[config.mk]
export PLATFORM = sky130hd
export DESIGN_NAME = synth_cfg_slave
export DESIGN_NICKNAME = d
export VERILOG_FILES = /design/src/rtl/synth_cfg_pkg.sv /design/src/rtl/bus_line_sync.sv /design/src/rtl/cfg_bank.sv /design/src/rtl/synth_cfg_slave.sv
export SDC_FILE = /design/constraint.sdc
export NUM_CORES = 1
export LEC_CHECK = 0
export BUFFER_PORTS_ARGS = -buffer_cell sky130_fd_sc_hd__clkbuf_2
export CORE_ASPECT_RATIO = 0.6
export CORE_UTILIZATION = 30
export DETAILED_ROUTE_END_ITERATION = 10
export MAX_ROUTING_LAYER = met4
export SLEW_MARGIN = 20
export SYNTH_ARGS = -nofsm -noshare
export SYNTH_HDL_FRONTEND = slang
export SYNTH_SLANG_ARGS = --single-unit
[constraint.sdc]
create_clock -name clk -period 2.6 [get_ports clk]
set_input_delay 0.13 -clock clk [delete_from_list [all_inputs] [get_ports clk]]
set_output_delay 0.13 -clock clk [all_outputs]
set_load 0.005 [all_outputs]
[src/rtl/synth_cfg_pkg.sv]
package synth_cfg_pkg;

  localparam int BYTE_W = 8;
  localparam int CODE_W = 3;

  // bit positions inside configuration register 0 (decoded by the synthesizer)
  localparam int F_TRI     = 0;
  localparam int F_SS_EN   = 1;
  localparam int F_SS_DOWN = 2;
  localparam int F_SRC     = 3;
  localparam int F_CODE_LO = 4;

  typedef enum logic [2:0] {
    ST_IDLE,
    ST_RX,
    ST_ACK,
    ST_TX,
    ST_MACK
  } bus_state_e;

  typedef enum logic {
    K_ADDR,
    K_DATA
  } byte_kind_e;

  // effective code: register field when the source bit is set, straps otherwise
  function automatic logic [CODE_W-1:0] pick_code(
    input logic [BYTE_W-1:0] cfg,
    input logic [CODE_W-1:0] strap
  );
    return cfg[F_SRC] ? cfg[F_CODE_LO +: CODE_W] : strap;
  endfunction

  function automatic logic [BYTE_W-1:0] sat_inc(input logic [BYTE_W-1:0] v);
    return (v == '1) ? v : v + 1'b1;
  endfunction

endpackage

[src/rtl/bus_line_sync.sv]
module bus_line_sync #(
  parameter int STAGES = 2,
  parameter int LINES  = 2
)(
  input  logic             clk,
  input  logic             rst_n,
  input  logic [LINES-1:0] raw,
  output logic [LINES-1:0] level,
  output logic [LINES-1:0] rise,
  output logic [LINES-1:0] fall
);

  for (genvar g = 0; g < LINES; g++) begin : g_line
    // STAGES synchronizer flops plus one history flop for edges
    logic [STAGES:0] pipe;

    always_ff @(posedge clk or negedge rst_n) begin
      if (!rst_n) pipe <= '1;
      else        pipe <= {pipe[STAGES-1:0], raw[g]};
    end

    assign level[g] = pipe[STAGES-1];
    assign rise[g]  =  pipe[STAGES-1] & ~pipe[STAGES];
    assign fall[g]  = ~pipe[STAGES-1] &  pipe[STAGES];
  end

endmodule

[src/rtl/cfg_bank.sv]
module cfg_bank #(
  parameter int NUM_REGS = 1
)(
  input  logic                                clk,
  input  logic                                rst_n,
  input  logic                                we,
  input  logic [synth_cfg_pkg::BYTE_W-1:0]    widx,
  input  logic [synth_cfg_pkg::BYTE_W-1:0]    wdata,
  input  logic [synth_cfg_pkg::BYTE_W-1:0]    ridx,
  output logic [synth_cfg_pkg::BYTE_W-1:0]    rdata,
  input  logic [synth_cfg_pkg::CODE_W-1:0]    hw_sel,
  output logic [synth_cfg_pkg::CODE_W-1:0]    freq_code,
  output logic                                src_reg,
  output logic                                ss_down,
  output logic                                ss_en,
  output logic                                tri_all
);
  import synth_cfg_pkg::*;

  logic [BYTE_W-1:0] bank [NUM_REGS];

  for (genvar g = 0; g < NUM_REGS; g++) begin : g_reg
    always_ff @(posedge clk or negedge rst_n) begin
      if (!rst_n)                       bank[g] <= '0;
      else if (we && widx == 8'(g))     bank[g] <= wdata;
    end

    // a register only moves after a write aimed at it
    assert_bank_write_only_R4: assert property (@(posedge clk) disable iff (!rst_n)
      (bank[g] != $past(bank[g])) |-> ($past(we) && $past(widx) == 8'(g)));
  end

  always_comb begin
    rdata = '0;
    for (int i = 0; i < NUM_REGS; i++)
      if (ridx == 8'(i)) rdata = bank[i];
  end

  // strap capture: once, on the first clock after reset release
  logic              strap_taken;
  logic [CODE_W-1:0] strap_q;

  always_ff @(posedge clk or negedge rst_n) begin
    if (!rst_n) begin
      strap_taken <= 1'b0;
      strap_q     <= '0;
    end else if (!strap_taken) begin
      strap_taken <= 1'b1;
      strap_q     <= hw_sel;
    end
  end

  assert_strap_held_R10: assert property (@(posedge clk) disable iff (!rst_n)
    (strap_taken && $past(strap_taken)) |-> $stable(strap_q));

  assign freq_code = pick_code(bank[0], strap_q);
  assign src_reg   = bank[0][F_SRC];
  assign ss_down   = bank[0][F_SS_DOWN];
  assign ss_en     = bank[0][F_SS_EN];
  assign tri_all   = bank[0][F_TRI];

endmodule

[src/rtl/synth_cfg_slave.sv]
module synth_cfg_slave #(
  parameter logic [6:0] DEV_ADDR    = 7'h69,
  parameter int         NUM_REGS    = 1,
  parameter int         SYNC_STAGES = 2
)(
  input  logic                             clk,
  input  logic                             rst_n,
  input  logic                             scl_i,
  input  logic                             sda_i,
  output logic                             sda_oe,
  input  logic [synth_cfg_pkg::CODE_W-1:0] hw_sel,
  output logic [synth_cfg_pkg::CODE_W-1:0] freq_code,
  output logic                             freq_from_reg,
  output logic                             spread_down,
  output logic                             spread_en,
  output logic                             outputs_tristate
);
  import synth_cfg_pkg::*;

  localparam logic [BYTE_W-1:0] COUNT_BYTE = 8'(NUM_REGS);
  localparam int                SKIP_BYTES = 2;

  // ---------------- line conditioning ----------------
  logic [1:0] lvl, rse, fal;

  bus_line_sync #(.STAGES(SYNC_STAGES), .LINES(2)) u_sync (
    .clk   (clk),
    .rst_n (rst_n),
    .raw   ({sda_i, scl_i}),
    .level (lvl),
    .rise  (rse),
    .fall  (fal)
  );

  // named bus events
  logic scl_hi, scl_rise, scl_fall, sda_lvl, start_evt, stop_evt;
  assign scl_hi    = lvl[0];
  assign scl_rise  = rse[0];
  assign scl_fall  = fal[0];
  assign sda_lvl   = lvl[1];
  assign start_evt = fal[1] & scl_hi;
  assign stop_evt  = rse[1] & scl_hi;

  // ---------------- sequencer state ----------------
  bus_state_e        state;
  byte_kind_e        kind;
  logic [3:0]        bit_cnt;
  logic [BYTE_W-1:0] shreg;
  logic [BYTE_W-1:0] tx_sh;
  logic [BYTE_W-1:0] wr_seen;
  logic [BYTE_W-1:0] rd_idx;
  logic              rw_read;
  logic              mack_nack;

  logic              byte_done, addr_match, reg_we, nack_evt;
  logic [BYTE_W-1:0] rd_data, next_rd, rd_ridx, wr_widx;

  assign byte_done  = (state == ST_RX) && scl_fall && (bit_cnt == 4'd8);
  assign addr_match = (shreg[7:1] == DEV_ADDR);
  assign reg_we     = byte_done && (kind == K_DATA) && (wr_seen >= 8'(SKIP_BYTES));
  assign wr_widx    = wr_seen - 8'(SKIP_BYTES);
  assign nack_evt   = (state == ST_MACK) && scl_fall && mack_nack;
  assign rd_ridx    = rd_idx - 8'd1;
  assign next_rd    = (rd_idx == '0) ? COUNT_BYTE : rd_data;

  always_ff @(posedge clk or negedge rst_n) begin
    if (!rst_n) begin
      state     <= ST_IDLE;
      kind      <= K_ADDR;
      bit_cnt   <= '0;
      shreg     <= '0;
      tx_sh     <= '0;
      wr_seen   <= '0;
      rd_idx    <= '0;
      rw_read   <= 1'b0;
      mack_nack <= 1'b0;
      sda_oe    <= 1'b0;
    end else if (stop_evt) begin
      state  <= ST_IDLE;
      sda_oe <= 1'b0;
    end else if (start_evt) begin
      state   <= ST_RX;
      kind    <= K_ADDR;
      bit_cnt <= '0;
      sda_oe  <= 1'b0;
    end else begin
      case (state)
        ST_RX: begin
          if (scl_rise && bit_cnt < 4'd8) begin
            shreg   <= {shreg[6:0], sda_lvl};
            bit_cnt <= bit_cnt + 4'd1;
          end else if (byte_done) begin
            if (kind == K_ADDR && !addr_match) begin
              state <= ST_IDLE;
            end else begin
              state  <= ST_ACK;
              sda_oe <= 1'b1;
              if (kind == K_ADDR) begin
                rw_read <= shreg[0];
                wr_seen <= '0;
                rd_idx  <= '0;
              end else begin
                wr_seen <= sat_inc(wr_seen);
              end
            end
          end
        end
        ST_ACK: begin
          if (scl_fall) begin
            bit_cnt <= '0;
            if (rw_read) begin
              state  <= ST_TX;
              tx_sh  <= next_rd;
              sda_oe <= ~next_rd[7];
              rd_idx <= sat_inc(rd_idx);
            end else begin
              state  <= ST_RX;
              kind   <= K_DATA;
              sda_oe <= 1'b0;
            end
          end
        end
        ST_TX: begin
          if (scl_fall) begin
            if (bit_cnt == 4'd7) begin
              state  <= ST_MACK;
              sda_oe <= 1'b0;
            end else begin
              tx_sh   <= {tx_sh[6:0], 1'b0};
              sda_oe  <= ~tx_sh[6];
              bit_cnt <= bit_cnt + 4'd1;
            end
          end
        end
        ST_MACK: begin
          if (scl_rise) begin
            mack_nack <= sda_lvl;
          end else if (scl_fall) begin
            bit_cnt <= '0;
            if (mack_nack) begin
              state <= ST_IDLE;
            end else begin
              state  <= ST_TX;
              tx_sh  <= next_rd;
              sda_oe <= ~next_rd[7];
              rd_idx <= sat_inc(rd_idx);
            end
          end
        end
        default: ;
      endcase
    end
  end

  // ---------------- register bank and code source ----------------
  cfg_bank #(.NUM_REGS(NUM_REGS)) u_bank (
    .clk       (clk),
    .rst_n     (rst_n),
    .we        (reg_we),
    .widx      (wr_widx),
    .wdata     (shreg),
    .ridx      (rd_ridx),
    .rdata     (rd_data),
    .hw_sel    (hw_sel),
    .freq_code (freq_code),
    .src_reg   (freq_from_reg),
    .ss_down   (spread_down),
    .ss_en     (spread_en),
    .tri_all   (outputs_tristate)
  );

  // ---------------- assertions ----------------
  assert_addr_ack_R1: assert property (@(posedge clk) disable iff (!rst_n)
    (state == ST_ACK && $past(state) == ST_RX && $past(kind) == K_ADDR)
      |-> ($past(shreg[7:1]) == DEV_ADDR));

  assert_sda_quiet_high_R2: assert property (@(posedge clk) disable iff (!rst_n)
    (scl_hi && $past(scl_hi)) |-> $stable(sda_oe));

  assert_write_after_skip_R3: assert property (@(posedge clk) disable iff (!rst_n)
    reg_we |-> (!rw_read && kind == K_DATA));

  assert_nack_release_R7: assert property (@(posedge clk) disable iff (!rst_n)
    nack_evt |=> (state == ST_IDLE && !sda_oe));

  assert_stop_idle_R8: assert property (@(posedge clk) disable iff (!rst_n)
    stop_evt |=> (state == ST_IDLE && !sda_oe));

endmodule

==> key figures, run 1 <==
Timing
  – Setup TNS: 0 ns
  – Fmax: roughly 0.42 GHz
  – Time the worst path needs with I/O delays and setup: roughly 2.4 ns
  – Clk_skew: just over 0.005 ns
  – Final Max Tran Viols: 0
  – Final setup fails: 0
  – Final-report hold violation count: 0
  – Final setup margin: between 0.15 and 0.2 ns
  – Period utilisation layout: around 92%
  – RSZ-0062 raised after global routing: false
  – Slew Limit Headroom: roughly three fifths
  – Worst-Margin Slew: just under 0.6 ns

Power and ir drop
  – P_leak: 1.64 nW
  – VDD IR max: between 0.0003 and 0.0004 V
  – Pwr/cell area: between 600 and 700 nW/um^2

Route
  – Via/cell ratio: 5.29
  – Drt pass-1 iters: 5
  – Routed Wire Length: approximately 7400 um
  – Vias: 2621
  – Drt first-iter violations: about 240
  – DRC errors left: 0
  – Routed Antenna Nets: 0
  – Wire per inst: 15.0 um

Clocking
  – Clk buf depth: 2
  – H-tree Lvls: 3
  – Cts bufs inserted: 9
  – Root Buffer: clkbuf_16
  – Worst skew pair latency: about 0.33 ns
  – TritonCTS clock tree: yes
  – Num Clock Sinks: 60
  – Clk slew on worst S/H paths: 0.05 ns

Synthesis
  – Distinct cell type count after synthesis: between 50 and 60
  – Post-synthesis register bit count: 60
  – Synth Warn #: 0
  – Seq/Total Area, Yosys: a little under half
  – Syn_nets: about 340
  – Post-Synthesis Cells: 327
  – Post-synth EDFFs: 0
  – Most used DFF post-synth: dfrtp_1
  – Syn_area_per_cell: around 10 sq um
  – Synthesized cell area: approximately 3300 sq um
  – Asr flop ratio synth: 100%

Die
  – Site Rows: 29
  – Die area: 11400 sq um
  – Die H: slightly above 80 um
  – # IOs: 15
  – Core area: approximately 11000 sq um
  – Die width: between 100 and 150 um
  – Initial Utilization: 31.0%

Cells and area
  – Area of all placed cells without fillers: 3890 sq um
  – Nets: about 370
  – N_diodes: 0
  – Layout cell share with drive strength beyond 1: between 20% and 30%
  – Most frequent cells in the layout: dfrtp_1 (54), nor2_1 (28), nand2_1 (25)
  – Syn-to-layout area delta: 18.5%
  – Filler cells: roughly 1.1k
  – Commonest non-fill, non-tap cell in the layout: dfrtp_1
  – Sequential Area: around 1500 sq um
  – Area of the multi-input gates: approximately 1700 sq um

Worst setup path
  – WS Path Type: flop to flop
  – CP startpoint kind: flop
  – Worst Setup End Kind: flop
  – Critical path arrival: ~2.6 ns
  – CP max FO: 12
  – Slowest cell on crit path: or3b_1
  – Worst path cell trace: or3b_1, nor3_2, nand4_1, a21oi_2, mux2_2
  – CP max stage delay: ~0.54 ns
  – Worst EP required: 2.81 ns

Flow run
  – Max-Cap Viols: 0

Place
  – Placed cell areas: 3530 sq um
  – HPWL Detailed: ~5400 um
  – Pre-CTS WS: 0.221 ns
  – Gp weighted congestion: approximately 0.85
  – Port Buf Inserts: 14

Outcome
  – Status: finished, final reports clean

Global route
  – Antenna violations before repair: 0
  – Largest net degree at the start of global routing: 61
  – Tot GR Track Use: around 15%
  – First-pass GRT wire length: between 10000 and 15000 um
  – Vias in the first global route: 2355
  – Overflow after GRT: 0

Hold path
  – Hold WC Path Type: input port to flop
[final timing paths]
kind / startpoint / to / slack (ns) / cells after the start
max: state[2] / u_bank.bank[5] / 0.20 / 5
min: hw_sel[1] / u_bank.strap_q[1] / 0.03 / 2
max reg2reg: state[2] / u_bank.bank[5] / 0.20 / 5
min reg2reg: u_sync.g_line[0].pipe[0] / u_sync.g_line[0].pipe[1] / 0.36 / 0
max in group asynchronous: rst_n / u_sync.g_line[1].pipe[0] / 1.93 / 3
min in group asynchronous: rst_n / bit_cnt[0] / 0.33 / 3
[sequential cells by signal (all words and copies together), names as in the netlist]
register,flops
bit_cnt,4
kind,1
mack_nack,1
rd_idx,8
rw_read,1
sda_oe,1
shreg,8
state,3
tx_sh,7
u_bank.bank,8
u_bank.strap_q,3
u_bank.strap_taken,1
u_sync.g_line.pipe,6
wr_seen,8
[layout make-up]
| type | count | share of cell area [%] |
|---|---|---|
| multi-input combinational | 244 | 42.8 |
| sequential | 60 | 38.8 |
| clock buffer | 12 | 6.60 |
| tap | 139 | 4.47 |
| timing repair buffer | 24 | 4.25 |
| clock inverter | 4 | 1.87 |
| inverter | 12 | 1.16 |
[repair_timing]
| item | CTS | global route |
|---|---|---|
| hold buffers | 3 | 0 |
| resized for setup | 0 | 0 |
| setup buffers | 0 | 0 |
| hold endpoints to repair | 56 | 0 |
[per-stage QoR]
| stage | std cells | util [%] | hold slack, ns | power (W) |
|---|---|---|---|---|
| after floorplan | 327 | - | -0.166 | 0.00112 |
| after global placement | 476 | 33.3 | 0.176 | 0.00118 |
| after detailed placement | 476 | 33.3 | 0.169 | 0.00119 |
| after CTS | 495 | 36.7 | 0.0232 | 0.00251 |
| after global routing | 495 | 36.7 | 0.0383 | 0.00258 |
| final | 495 | 36.7 | 0.0298 | 0.00248 |
[worst max-delay path, delay by kind of cell, from the launching register on]
family             cells  cell delay, ns
AOI/OAI and AO/OA      1            0.40
DFF                    1            0.49
muxes                  1            0.40
and+or+nand+nor        3            0.99
[logic make-up (layout without fill, tap and decap cells)]
family | count (synthesis) | in the layout | synth area share [%]
flops | 60 | 60 | 46.0
mux | 27 | 27 | 9.15
buf+inv | 23 | 52 | 3.24
simple gates | 131 | 131 | 22.2
fa+ha+maj | 9 | 9 | 3.43
compound gates | 74 | 74 | 15.1
xor+xnor | 2 | 2 | 0.763
other cells | 1 | 1 | 0.114
[routing by layer]
| metal | up-vias | part of all wire [%] | wire (um) | global-route usage [%] |
|---|---|---|---|---|
| met4 | 0 | 0.62 | 46 | 3.90 |
| met2 | 71 | 40 | 2990 | 17.7 |
| met5 | - | 0 | 0 | - |
| met3 | 6 | 4.8 | 360 | 4.40 |
| li1 | 1256 | - | - | - |
| met1 | 1288 | 54 | 4040 | 22.7 |
[power breakdown]
group          internal, W  total (W)  switching [W]
Clock             0.000889    0.00131       0.000417
Sequential        0.000974    0.00102      0.0000473
Combinational    0.0000682   0.000152      0.0000836
[cells in the mapped netlist (4+ instances only)]
| master | count | area share (%) |
|---|---|---|
| a211oi_1 | 5 | 1.1 |
| a21oi_1 | 19 | 2.9 |
| a221oi_1 | 6 | 1.6 |
| and2_1 | 7 | 1.3 |
| clkbuf_1 | 7 | 0.80 |
| dfrtp_1 | 54 | 41 |
| dfstp_2 | 6 | 4.8 |
| ha_1 | 9 | 3.4 |
| inv_1 | 12 | 1.4 |
| mux2_2 | 24 | 8.2 |
| nand2_1 | 25 | 2.9 |
| nand2b_1 | 7 | 1.3 |
| nand3_1 | 13 | 2.0 |
| nand4_1 | 6 | 1.1 |
| nor2_1 | 28 | 3.2 |
| nor2b_1 | 6 | 1.1 |
| nor3_1 | 8 | 1.2 |
| o21ai_0 | 17 | 2.6 |
| o31ai_1 | 8 | 1.8 |
| or4_1 | 4 | 0.92 |
(Power assumes the default switching activity.)
==> run 2: changes to the inputs <==
==> constraint.sdc (replaced) <==
create_clock -name clk -period 3.07 [get_ports clk]
set_input_delay 0.1535 -clock clk [delete_from_list [all_inputs] [get_ports clk]]
set_output_delay 0.1535 -clock clk [all_outputs]
set_load 0.005 [all_outputs]
==> key figures, run 2 (synthesis gave the netlist of run 1 again) <==
Clocking
  – Num Clock Sinks: 60 (unchanged)
  – Postcts setup bufs: 0 (unchanged)
  – TritonCTS clock tree: yes
  – Resized Gates After CTS: 0 (unchanged)
  – Clk slew on worst S/H paths: 0.05 ns (about the same)
  – H-tree Lvls: 3 (unchanged)
  – Cts bufs inserted: 9 (unchanged)
  – Clk buf depth: 2 (unchanged)
  – Worst skew pair latency: 0.33 ns (about the same)
  – Root Buffer: clkbuf_16
  – CTS Hold Bufs: 3 (unchanged)

Global route
  – Vias in the first global route: 2529 (+7.4%)
  – Overflow after GRT: 0 (unchanged)
  – Tot GR Track Use: 15.4% (+0.75 points)
  – Antenna violations before repair: 0 (unchanged)
  – Global-route met2 utilization: 19.9% (+2.2 points)
  – Most used routing layer: met1
  – Largest net degree at the start of global routing: 37 (-39%)
  – Routing usage on met3: 4.40% (unchanged)
  – First-pass GRT wire length: 13200 um (+6.2%)
  – Met1 usage: 22.5% (-0.13 points)

Timing
  – Slew Limit Headroom: 39.7% (-20 points)
  – Fmax: 0.405 GHz (-2.6%)
  – Final setup margin: 0.602 ns (+0.405 ns)
  – Period utilisation layout: 80.4% (-12 points)
  – Time the worst path needs with I/O delays and setup: 2.47 ns (+0.0645 ns)
  – Final-report hold violation count: 0 (unchanged)
  – Worst-Margin Slew: 0.905 ns (+0.312 ns)
  – Setup TNS: 0 ns (unchanged)
  – RSZ-0062 raised after global routing: false
  – Clk_skew: 0.00588 ns (+0.000845 ns)
  – Final setup fails: 0 (unchanged)
  – Final Max Tran Viols: 0 (unchanged)

Die
  – Die H: 83 um (unchanged)
  – Initial Utilization: 31.0% (unchanged)
  – Core area: 10600 sq um (unchanged)
  – Die width: 137 um (unchanged)
  – Site Rows: 29 (unchanged)
  – # IOs: 15 (unchanged)
  – Die area: 11400 sq um (unchanged)

Power and ir drop
  – Tot Pwr: 0.00201 W (-19%)
  – VDD IR max: 0.000285 V (-24%)
  – P_leak: 1.60 nW (-2.9%)
  – Pwr/cell area: 526 nW/um^2 (-17%)

Flow run
  – Max-Cap Viols: 0 (unchanged)

Worst setup path
  – Critical path arrival: 2.69 ns (+0.07 ns)
  – Worst EP required: 3.29 ns (+0.48 ns)
  – WS Path Type: flop to flop
  – CP startpoint kind: flop
  – Worst Setup End Kind: flop
  – CP max FO: 15 (+3)

Cells and area
  – Syn-to-layout area delta: 16.4%
  – Most frequent cells in the layout: dfrtp_1 (54), nor2_1 (28), nand2_1 (25)
  – Nets: 363 (-1.1%)
  – N_diodes: 0 (unchanged)
  – Area of all placed cells without fillers: 3820 sq um (-1.7%)
  – Commonest non-fill, non-tap cell in the layout: dfrtp_1
  – Layout cell share with drive strength beyond 1: 20.7% (-0.89 points)

Route
  – DRC errors left: 0 (unchanged)
  – Routed Antenna Nets: 0 (unchanged)
  – Drt pass-1 iters: 5 (unchanged)
  – Drt first-iter violations: 209 (-14%)
  – Routed Wire Length: 7560 um (+1.7%)
  – Via/cell ratio: 5.25 (-0.92%)
  – Wire per inst: 15.4 um (+2.5%)
  – Vias: 2576 (-1.7%)

Outcome
  – Status: finished, final reports clean

Place
  – Placed cell areas: 3490 sq um (-1.2%)
  – HPWL Detailed: 5570 um (+3.1%)
  – Gp weighted congestion: 0.818 (-4.0%)
  – Port Buf Inserts: 14 (unchanged)
  – Pre-CTS WS: 0.611 ns (+0.390 ns)

Hold path
  – Hold WC Path Type: input port to flop
==> run 2: cell types whose count changed in the layout (fill, tap and decap cells not counted), sizes merged <==
cell	change
bufinv	-1
buf	-4
clkbuf	-1
clkinvlp	+2
==> run 2: per-layer routing <==
metal	part of all wire [%]	wire length [um]
met3	5.4	412
met5	0	0
met4	1.7	127
met1	53	4030
met2	40	2990
==> run 2: power by group <==
part,leakage (nW),total [W],internal [W],switching (W)
clock network,0.138,0.00102,0.000651,0.000370
logic,0.655,0.000121,0.0000553,0.0000661
registers,0.803,0.000868,0.000824,0.0000436
==> run 2: path summary, 6_finish.rpt <==
| kind | cells after the start | slack, ns | to | from |
|---|---|---|---|---|
| max in group asynchronous | 3 | 1.78 | u_sync.g_line[0].pipe[1] | rst_n |
| min in group asynchronous | 2 | 0.49 | bit_cnt[2] | rst_n |
| setup reg to reg | 5 | 0.60 | u_bank.bank[6] | state[0] |
| hold / removal | 2 | 0.05 | u_bank.strap_q[0] | hw_sel[0] |
| setup / recovery | 5 | 0.60 | u_bank.bank[6] | state[0] |
| hold reg to reg | 0 | 0.35 | u_sync.g_line[0].pipe[1] | u_sync.g_line[0].pipe[0] |
==> run 2: cell type report <==
type | count | area, sq um
flip-flops and latches | 60 | 1510
clock buffers | 11 | 243
clock inverters | 5 | 61.3
repair buffers | 20 | 123
multi-input cells | 244 | 1670
well taps | 139 | 174
inverters | 12 | 45.0
fillers | 1058 | 6780
==> run 2: worst max-delay path, cell delays in order, from the launching register on <==
cell and delay, ns:
dfrtp_1 0.60, or3b_1 0.53, nor3_2 0.29, nand4_1 0.14
a21oi_2 0.39, mux2_2 0.39
==> run 2: stage by stage <==
stage / util [%] / cells / hold slack, ns
floorplan: - / 327 / -0.142
global placement: 32.9 / 472 / 0.245
detailed placement: 32.9 / 472 / 0.246
CTS: 36.1 / 491 / 0.0456
global route: 36.1 / 491 / 0.0593
finish: 36.1 / 491 / 0.0536
==> run 3: changes to the inputs <==
==> constraint.sdc (replaced) <==
create_clock -name clk -period 2.25 [get_ports clk]
set_input_delay 0.1125 -clock clk [delete_from_list [all_inputs] [get_ports clk]]
set_output_delay 0.1125 -clock clk [all_outputs]
set_load 0.005 [all_outputs]
==> key figures, run 3 (synthesis gave the netlist of run 1 again) <==
Timing
  – Time the worst path needs with I/O delays and setup: 2.13 ns (-0.334 ns)
  – Setup TNS: 0 ns (unchanged)
  – Final setup margin: 0.116 ns (-0.486 ns)
  – Final Max Tran Viols: 0 (unchanged)
  – WHS: 0.0103 ns (-0.0433 ns)
  – RSZ-0062 raised after global routing: false
  – Final setup fails: 0 (unchanged)
  – Fmax: 0.469 GHz (+16%)
  – Slew Limit Headroom: 57.4% (+18 points)
  – Clk_skew: 0.00885 ns (+0.00297 ns)
  – Final-report hold violation count: 0 (unchanged)
  – Period utilisation layout: 94.8% (+14 points)
  – Worst-Margin Slew: 0.640 ns (-0.265 ns)

Cells and area
  – Nets: 379 (+4.4%)
  – Syn-to-layout area delta: 20.3%
  – Most frequent cells in the layout: dfrtp_1 (53), nor2_1 (28), nand2_1 (25)
  – N_diodes: 0 (unchanged)
  – Final non-filler cell total: 507 (+3.3%)
  – Layout cell share with drive strength beyond 1: 25.8% (+5.1 points)
  – Filler cells: 1082 (+2.3%)
  – Commonest non-fill, non-tap cell in the layout: dfrtp_1

Route
  – Routed Antenna Nets: 0 (unchanged)
  – Drt first-iter violations: 182 (-13%)
  – Routed Wire Length: 7820 um (+3.4%)
  – Met3 routed WL: 433 um (+5.1%)
  – DR top layer: met4
  – DRC errors left: 0 (unchanged)
  – Via/cell ratio: 5.22 (-0.56%)
  – Met2 WL post-DR: 3130 um (+4.8%)
  – Vias: 2645 (+2.7%)
  – Wire per inst: 15.4 um (+0.15%)
  – Drt pass-1 iters: 4 (-1)
  – Met1 WL: 4180 um (+3.7%)

Power and ir drop
  – Clock share of power: 49.0% (-1.8 points)
  – Pwr/cell area: 676 nW/um^2 (+28%)
  – Reg power frac: 44.2% (+1.0 points)
  – Sw Ratio: 25.4% (+1.5 points)
  – Pint: 0.00199 W (+30%)
  – P_leak: 1.68 nW (+5.6%)
  – VDD IR max: 0.000364 V (+28%)
  – Tot Pwr: 0.00267 W (+33%)
  – Sw power: 0.000677 W (+41%)
  – Logic pwr share: 6.8% (+0.8 points)

Die
  – Initial Utilization: 31.0% (unchanged)
  – Die H: 83 um (unchanged)
  – Site Rows: 29 (unchanged)
  – Core area: 10600 sq um (unchanged)
  – # IOs: 15 (unchanged)
  – Die area: 11400 sq um (unchanged)
  – Die width: 137 um (unchanged)

Hold path
  – Hold WC Path Type: input port to flop
  – Hold path cells: 2 (unchanged)

Clocking
  – Num Clock Sinks: 60 (unchanged)
  – Clk slew on worst S/H paths: 0.06 ns (about the same)
  – TritonCTS clock tree: yes
  – H-tree Lvls: 3 (unchanged)
  – Cts bufs inserted: 9 (unchanged)
  – Postcts setup bufs: 0 (unchanged)
  – Root Buffer: clkbuf_16
  – Clk buf depth: 2 (unchanged)
  – Worst skew pair latency: 0.33 ns (about the same)

Outcome
  – Status: finished, final reports clean

Worst setup path
  – CP max FO: 9 (-6)
  – Worst Setup End Kind: flop
  – Worst r2r path cells: 6 (+1)
  – CP startpoint kind: flop
  – Worst EP required: 2.47 ns (-0.82 ns)
  – WS Path Type: flop to flop
  – Critical path arrival: 2.35 ns (-0.34 ns)

Global route
  – Antenna violations before repair: 0 (unchanged)
  – Vias in the first global route: 2588 (+2.3%)
  – Tot GR Track Use: 15.6% (+0.28 points)
  – Largest net degree at the start of global routing: 25 (-32%)
  – First-pass GRT wire length: 13500 um (+2.3%)
  – Overflow after GRT: 0 (unchanged)

Flow run
  – Max-Cap Viols: 0 (unchanged)

Place
  – Placed cells: 488 (+3.4%)
  – Gp weighted congestion: 0.897 (+9.6%)
  – Pre-CTS WS: 0.134 ns (-0.477 ns)
  – Port Buf Inserts: 14 (unchanged)
  – HPWL Detailed: 5700 um (+2.4%)
==> run 3: through the flow <==
step,area [sq um],utilization [%]
floorplan,3280,-
global placement,3610,34.0
detailed placement,3610,34.0
CTS,3920,37.0
global route,3950,37.2
finish,3950,37.2
==> run 3: cell type report <==
cell class                      count  area (sq um)  share of cell area [%]
Timing Repair Buffer               36           243                    6.15
Sequential cell                    60          1510                    38.3
Multi-Input combinational cell    244          1690                    42.8
Tap cell                          139           174                    4.41
Clock inverter                      6          47.5                    1.21
Inverter                           12          45.0                    1.14
Clock buffer                       10           239                    6.06
==> run 3: repair_timing <==
item,in CTS,in global routing
hold buffers,3,0
gates resized for setup,0,5
endpoints found under the setup margin,0,8
hold endpoints to repair,23,0
==> run 3: routing by layer <==
metal,vias up,GRT usage (%)
li1,1276,-
met1,1292,23.9
met2,67,19.7
met3,10,4.40
met4,0,3.80
met5,-,-
==> run 3: worst max-delay path: stages (launching register included) <==
cell and delay, ns:
dfrtp_1 0.46, or3b_1 0.46, nor3_2 0.26, nand4_1 0.15, a21oi_2 0.15, buf_4 0.19, mux2_2 0.35
==> run 3: final timing paths <==
path / slack (ns) / startpoint / to
max: 0.12 / state[1] / u_bank.bank[4]
min: 0.01 / hw_sel[2] / u_bank.strap_q[2]
max reg2reg: 0.12 / state[1] / u_bank.bank[4]
min reg2reg: 0.38 / u_sync.g_line[0].pipe[0] / u_sync.g_line[0].pipe[1]
max in group asynchronous: 1.15 / rst_n / u_sync.g_line[0].pipe[2]
min in group asynchronous: 0.34 / rst_n / bit_cnt[0]
==> run 3: power by group through the flow <==
stage	Clock, W	Combinational (W)	Sequential, W
CTS	0.00134	0.000182	0.00118
floorplan	0	0.000125	0.00117
global route	0.00139	0.000203	0.00119
global placement	0	0.000173	0.00119
detailed placement	0	0.000177	0.00120
finish	0.00131	0.000181	0.00118
